==> config.mk <==
export PLATFORM = sky130hd
export DESIGN_NAME = ir_carrier_gen
export DESIGN_NICKNAME = d
export VERILOG_FILES = /design/src/rtl/ir_carrier_pkg.sv /design/src/rtl/ir_mode_reg.sv /design/src/rtl/ir_divider.sv /design/src/rtl/ir_shaper.sv /design/src/rtl/ir_carrier_gen.sv
export SDC_FILE = /design/constraint.sdc
export NUM_CORES = 1
export LEC_CHECK = 0
export BUFFER_PORTS_ARGS = -buffer_cell sky130_fd_sc_hd__buf_2
export CAP_MARGIN = 40
export CORE_AREA = 8 8 45 47
export DETAILED_ROUTE_END_ITERATION = 8
export DIE_AREA = 0 0 53 55
export SLEW_MARGIN = 20
export SYNTH_ARGS = -nofsm -noshare
export SYNTH_HDL_FRONTEND = slang
export SYNTH_SLANG_ARGS = --single-unit
export TNS_END_PERCENT = 10
==> constraint.sdc <==
create_clock -name clk -period 2.4 [get_ports clk]
set_clock_uncertainty 0.1 [all_clocks]
set_input_delay 0.24 -clock clk [delete_from_list [all_inputs] [get_ports clk]]
set_output_delay 0.24 -clock clk [all_outputs]
set_load 0.02 [all_outputs]
==> src/rtl/ir_carrier_pkg.sv <==
// Package: shared mode encoding for the remote carrier generator.
// Assumes a 2-bit mode field written by software.
package ir_carrier_pkg;
    typedef enum logic [1:0] {
        CAR_OFF     = 2'b00,   // pin is a plain output bit
        CAR_THIRD   = 2'b01,   // long period, one-third high
        CAR_QUARTER = 2'b10,   // long period, one-quarter high
        CAR_HALF    = 2'b11    // short period, half high
    } car_mode_e;
endpackage

==> src/rtl/ir_mode_reg.sv <==
// Module: holds the software-selected carrier mode.
// Flags a write whose value differs from the held mode, so the divider
// can restart in the same edge the new mode is loaded.
module ir_mode_reg
    import ir_carrier_pkg::*;
(
    input  logic       clk,
    input  logic       rst_n,
    input  logic       we,
    input  logic [1:0] wdata,
    output car_mode_e  mode,
    output logic       change
);
    car_mode_e mode_q;

    // A write of a new value means the mode changes at the next edge.
    assign change = we && (car_mode_e'(wdata) != mode_q);
    assign mode   = mode_q;

    // Mode register: cleared to no-carrier by reset, loaded on write.
    always_ff @(posedge clk) begin
        if (!rst_n)
            mode_q <= CAR_OFF;
        else if (we)
            mode_q <= car_mode_e'(wdata);
    end

    // After a reset edge the mode must read as no-carrier.
    assert_reset_mode_R1: assert property (@(posedge clk)
        !rst_n |=> mode_q == CAR_OFF);

    // A write of the held value must leave the mode untouched.
    assert_same_write_R7: assert property (@(posedge clk) disable iff (!rst_n)
        (we && !change) |=> $stable(mode_q));
endmodule

==> src/rtl/ir_divider.sv <==
// Module: period counter for the carrier.
// Counts 0..period-1 while running and wraps. It is held at zero when
// stopped or restarted, so every period begins at count zero.
module ir_divider
    import ir_carrier_pkg::*;
#(
    parameter int LONG_DIV  = 12,
    parameter int SHORT_DIV = 8,
    localparam int MAX_DIV  = (LONG_DIV > SHORT_DIV) ? LONG_DIV : SHORT_DIV,
    localparam int CNT_W    = $clog2(MAX_DIV)
)(
    input  logic             clk,
    input  logic             rst_n,
    input  car_mode_e        mode,
    input  logic             run,
    input  logic             restart,
    output logic [CNT_W-1:0] count
);
    logic [CNT_W-1:0] cnt_q;
    logic [CNT_W-1:0] last;

    // Last count of a period, picked by the active mode.
    always_comb begin
        if (mode == CAR_HALF)
            last = CNT_W'(SHORT_DIV - 1);
        else
            last = CNT_W'(LONG_DIV - 1);
    end

    // Counter: cleared on reset, restart or stop, and wraps at the end of a period.
    always_ff @(posedge clk) begin
        if (!rst_n || restart || !run)
            cnt_q <= '0;
        else if (cnt_q == last)
            cnt_q <= '0;
        else
            cnt_q <= cnt_q + 1'b1;
    end

    assign count = cnt_q;

    // The count never reaches the longest period length.
    assert_cnt_range_R2: assert property (@(posedge clk) disable iff (!rst_n)
        cnt_q < CNT_W'(MAX_DIV));

    // A mode change always restarts the period.
    assert_restart_zero_R7: assert property (@(posedge clk) disable iff (!rst_n)
        restart |=> cnt_q == '0);

    // A stopped divider sits at zero.
    assert_stop_zero_R6: assert property (@(posedge clk) disable iff (!rst_n)
        !run |=> cnt_q == '0);
endmodule

==> src/rtl/ir_shaper.sv <==
// Module: turns the period count into the pin level.
// The high phase occupies the first counts of a period. In no-carrier
// mode the pin carries port data. Purely combinational.
module ir_shaper
    import ir_carrier_pkg::*;
#(
    parameter int HI_THIRD   = 4,
    parameter int HI_QUARTER = 3,
    parameter int HI_HALF    = 4,
    parameter int CNT_W      = 4
)(
    input  logic             clk,
    input  logic             rst_n,
    input  car_mode_e        mode,
    input  logic [CNT_W-1:0] count,
    input  logic             gate,
    input  logic             port_bit,
    output logic             pin
);
    logic [CNT_W-1:0] high_len;

    // Number of high clocks at the start of a period for the active mode.
    always_comb begin
        unique case (mode)
            CAR_THIRD:   high_len = CNT_W'(HI_THIRD);
            CAR_QUARTER: high_len = CNT_W'(HI_QUARTER);
            CAR_HALF:    high_len = CNT_W'(HI_HALF);
            default:     high_len = '0;
        endcase
    end

    // Pin level: port data when off, otherwise the gated high phase.
    always_comb begin
        if (mode == CAR_OFF)
            pin = port_bit;
        else
            pin = gate && (count < high_len);
    end

    // A gated, running carrier starts each period high.
    assert_period_starts_high_R6: assert property (@(posedge clk) disable iff (!rst_n)
        (mode != CAR_OFF && gate && count == '0) |-> pin);

    // The quarter-duty mode is never high past count HI_QUARTER-1.
    assert_quarter_len_R3: assert property (@(posedge clk) disable iff (!rst_n)
        (mode == CAR_QUARTER && pin) |-> count < CNT_W'(HI_QUARTER));
endmodule

==> src/rtl/ir_carrier_gen.sv <==
// Module: top of the remote carrier generator.
// Ties the mode register, the period divider and the output shaper together.
// Assumes clk is the system clock the carrier is divided from and that
// rst_n is synchronous to it.
module ir_carrier_gen
    import ir_carrier_pkg::*;
#(
    parameter int LONG_DIV   = 12,
    parameter int SHORT_DIV  = 8,
    parameter int HI_THIRD   = 4,
    parameter int HI_QUARTER = 3,
    parameter int HI_HALF    = 4,
    localparam int MAX_DIV   = (LONG_DIV > SHORT_DIV) ? LONG_DIV : SHORT_DIV,
    localparam int CNT_W     = $clog2(MAX_DIV)
)(
    input  logic       clk,
    input  logic       rst_n,
    input  logic       mode_we,
    input  logic [1:0] mode_wdata,
    input  logic       burst_en,
    input  logic       port_bit,
    output logic       carrier_out
);
    car_mode_e        mode;
    logic             mode_change;
    logic             run;
    logic [CNT_W-1:0] count;

    // The divider runs only in a carrier mode with the burst gate open.
    assign run = burst_en && (mode != CAR_OFF);

    ir_mode_reg u_mode (
        .clk    (clk),
        .rst_n  (rst_n),
        .we     (mode_we),
        .wdata  (mode_wdata),
        .mode   (mode),
        .change (mode_change)
    );

    ir_divider #(
        .LONG_DIV  (LONG_DIV),
        .SHORT_DIV (SHORT_DIV)
    ) u_div (
        .clk     (clk),
        .rst_n   (rst_n),
        .mode    (mode),
        .run     (run),
        .restart (mode_change),
        .count   (count)
    );

    ir_shaper #(
        .HI_THIRD   (HI_THIRD),
        .HI_QUARTER (HI_QUARTER),
        .HI_HALF    (HI_HALF),
        .CNT_W      (CNT_W)
    ) u_shape (
        .clk      (clk),
        .rst_n    (rst_n),
        .mode     (mode),
        .count    (count),
        .gate     (burst_en),
        .port_bit (port_bit),
        .pin      (carrier_out)
    );

    // The pin is low whenever the gate is closed in a carrier mode.
    assert_gate_low_R6: assert property (@(posedge clk) disable iff (!rst_n)
        (mode != CAR_OFF && !burst_en) |-> !carrier_out);

    // Port data reaches the pin in no-carrier mode.
    assert_port_pass_R5: assert property (@(posedge clk) disable iff (!rst_n)
        (mode == CAR_OFF) |-> carrier_out == port_bit);
endmodule

==> impl_summary.txt <==
----------------------------------------------------
[Critical path]
  Arrival time at the worst endpoint ... 1780 ps
  Largest fanout of any net on the critical path ... 8
  Startpoint kind of the worst setup timing path ... flop
  Endpoint type of the worst setup path ... output pin
  Crit path required time ... 2060 ps
  CP Class ... reg -> out
  Flop-to-flop setup slack ... around 1000 ps

[GRT]
  Initial antenna violation count ... 0
  First-pass GRT wire length ... between 1000 and 1500 um
  Pin count of the biggest net entering global routing ... 9
  Met1 Resource Use GR ... 5.632%
  Aggregate global routing overflow ... 0
  Met3 demand-to-capacity share in global routing ... less than 1%
  Most heavily used metal layer in global routing ... met2
  Vias in the first global route ... around 300
  GRT met2 Usage ... 8.594%
  Total routing resource utilization after global routing ... 5.249%

[Timing]
  Setup violation total in the final timing report ... 0
  Final Cycle Share ... 88.24%
  Min cycle time layout ... between 2000 and 2500 ps
  Remaining max-slew budget at the tightest pin ... roughly 80%
  Unrepaired setup endpoints after global routing ... no
  Final count of pins violating max slew ... 0
  Worst slew pin tran ... ~260 ps
  Final count of hold timing violations ... 0
  Achievable clock frequency ... 0.4722 GHz
  Setup_tns ... 0 ps

[Logic synthesis]
  Number of enable-type register cells in the synthesized netlist ... 0
  Sequential cell area fraction in the yosys report ... 33.10%
  Synthesized net count ... 50
  Flip-flop cell with the highest count after synthesis ... dfxtp_1
  Library cell with the largest summed area after synthesis ... dfxtp_1
  Fraction of synthesis flops using an asynchronous set or reset pin ... 0%
  Warnings, synthesis ... 0
  Cell count after synthesis ... 40
  Average instance area after synthesis ... 9.071 um^2
  Top area cells in the synthesized netlist ... dfxtp_1, ha_1, mux2i_1
  Mapped Area ... 362.8 um^2
  Area share of the largest cell type after synthesis ... 33.10%
  Seq cells post-synth ... 6
  Ranking of synthesized cells by instance count ... dfxtp_1, nor2_1
  Distinct cell type count after synthesis ... 18

[Die]
  Std cell rows ... 14
  Die Area ... approximately 0.0029 mm^2
  Num ports ... 8
  Total core area ... 0.001384 mm^2
  Die height ... 55 um
  Width of the die ... 53 um
  Starting Density ... between 20% and 30%

[Placement]
  IO Port Bufs ... 7
  Detailed placer's ending HPWL ... 539.9 um
  Final weighted congestion in routability-driven placement ... 0.7974

[Clock network]
  Skew-Pair Late Insertion Delay ... 230 ps
  Clock H-tree levels ... 1
  CTS sink count ... 6
  Post-cts resize count ... 0
  Number of setup buffers added after CTS ... 0
  CTS max path bufs ... 2
  Clock-pin slew on the worst setup and hold paths ... 40 ps
  Root cell of the clock tree ... clkbuf_4
  CTS tree ... yes
  Inserted Clock Buffers ... 3
  Cts-stage hold buffer count ... 0

[Power and ir drop]
  Worst vdd rail ir drop ... 0.2483 mV
  Pwr dens ... 523.7 mW/mm^2
  Leakage power total ... 0.1833 nW

[Worst hold path]
  Hold Crit Class ... in -> reg

[Routing]
  Detailed-route DRC error count ... 0
  Final Routed Wirelength ... roughly 640 um
  Detailed-route vias per instance ... 4.446
  First-pass DRT Iterations ... 4
  Routed wire per std cell ... 9.785 um
  DR iter-0 viols ... 6
  Post-detailed-route count of antenna-violating nets ... 0
  Vias after detailed routing ... 289

[Finish]
  N_diodes ... 0
  Share of cells above drive strength 1 ... 24.49%
  Area grow syn2layout ... 18.28%
  Final standard cell utilization of the core ... 31.01%
  Layout net count ... 61
  Filler Cell Count ... 146

[Outcome]
  Result of the run ... finished clean

[Run]
  Max-capacitance violation count ... 0

----------------------------------------------------
-- flip-flops by register name (all words and copies together), names as in the netlist --
name / flops
u_div.count: 4
u_mode.mode: 2
-- cells in the final DEF (no fill, tap or decap) --
master / instances
inv_1: 2
mux2i_1: 3
nand2b_1: 3
nor2b_1: 2
o21ai_0: 2
o211ai_1: 1
o41ai_2: 1
ha_1: 3
a221o_1: 1
dfxtp_1: 6
nor2_1: 6
clkbuf_4: 3
nand3_1: 1
nor3_1: 1
nand2_2: 1
xor2_1: 1
xnor2_1: 3
buf_2: 7
nand2_1: 2
-- stage by stage --
step	setup WS (ps)	area [um^2]	hold WS [ps]	std cells	total power (W)
final	282.3	429.2	155.2	65	0.0002248
after detailed placement	523.9	406.6	361.9	62	0.0001393
after global placement	551.7	406.6	354.4	62	0.0001390
after global routing	67.68	429.2	146.9	65	0.0002423
after CTS	264.2	429.2	149.8	65	0.0002299
after floorplan	507.2	362.8	268.2	40	0.0001300
-- cells by family (layout without fill, tap and decap cells) --
family	count (synthesis)	in the layout	synth area share, %
AND/OR/NAND/NOR	16	16	21.38
flip-flops	6	6	33.10
AO/OA/AOI/OAI	5	5	12.07
XOR/XNOR	4	4	9.657
adder cells (fa/ha/maj)	3	3	10.35
multiplexers	3	3	8.276
buffers and inverters	3	12	5.173
-- critical path, stage by stage, from the launching register on --
cell      delay [ps]
dfxtp_1          460
nand2b_1         170
ha_1             230
o21ai_0          150
nor2_1            70
o41ai_2          250
buf_2            210
-- layout make-up --
| cell class | instances | area (um^2) | share of cell area [%] |
|---|---|---|---|
| Clock buffer | 3 | 22.52 | 5.248 |
| Tap cell | 16 | 20.02 | 4.665 |
| Sequential cell | 6 | 120.1 | 27.99 |
| Multi-Input combinational cell | 31 | 224.0 | 52.19 |
| Inverter | 2 | 7.507 | 1.749 |
| Timing Repair Buffer | 7 | 35.03 | 8.163 |
-- final timing paths --
| kind | end | from | cells past startpoint |
|---|---|---|---|
| setup / recovery | carrier_out | u_mode.mode[0] | 6 |
| hold / removal | u_mode.mode[0] | rst_n | 2 |
| setup reg to reg | u_div.count[2] | u_mode.mode[0] | 4 |
| hold reg to reg | u_div.count[0] | u_div.count[0] | 1 |
-- per-layer routing --
| metal | share of wire, % | wire (um) | up-vias |
|---|---|---|---|
| li1 | - | - | 154 |
| met1 | 49 | 312 | 131 |
| met2 | 49 | 313 | 4 |
| met3 | 1.4 | 9 | 0 |
| met4 | 0 | 0 | 0 |
| met5 | 0 | 0 | - |
-- power by group --
| group | internal [W] | total (W) | switching, W | leakage, nW |
|---|---|---|---|---|
| combinational | 0.0000153 | 0.0000299 | 0.0000146 | 0.121 |
| clock | 0.0000562 | 0.0000874 | 0.0000312 | 0.0138 |
| sequential | 0.000103 | 0.000107 | 0.00000474 | 0.0488 |
| total | 0.000174 | 0.000225 | 0.0000505 | 0.183 |
Note: power is estimated with default switching activity, not from simulation.
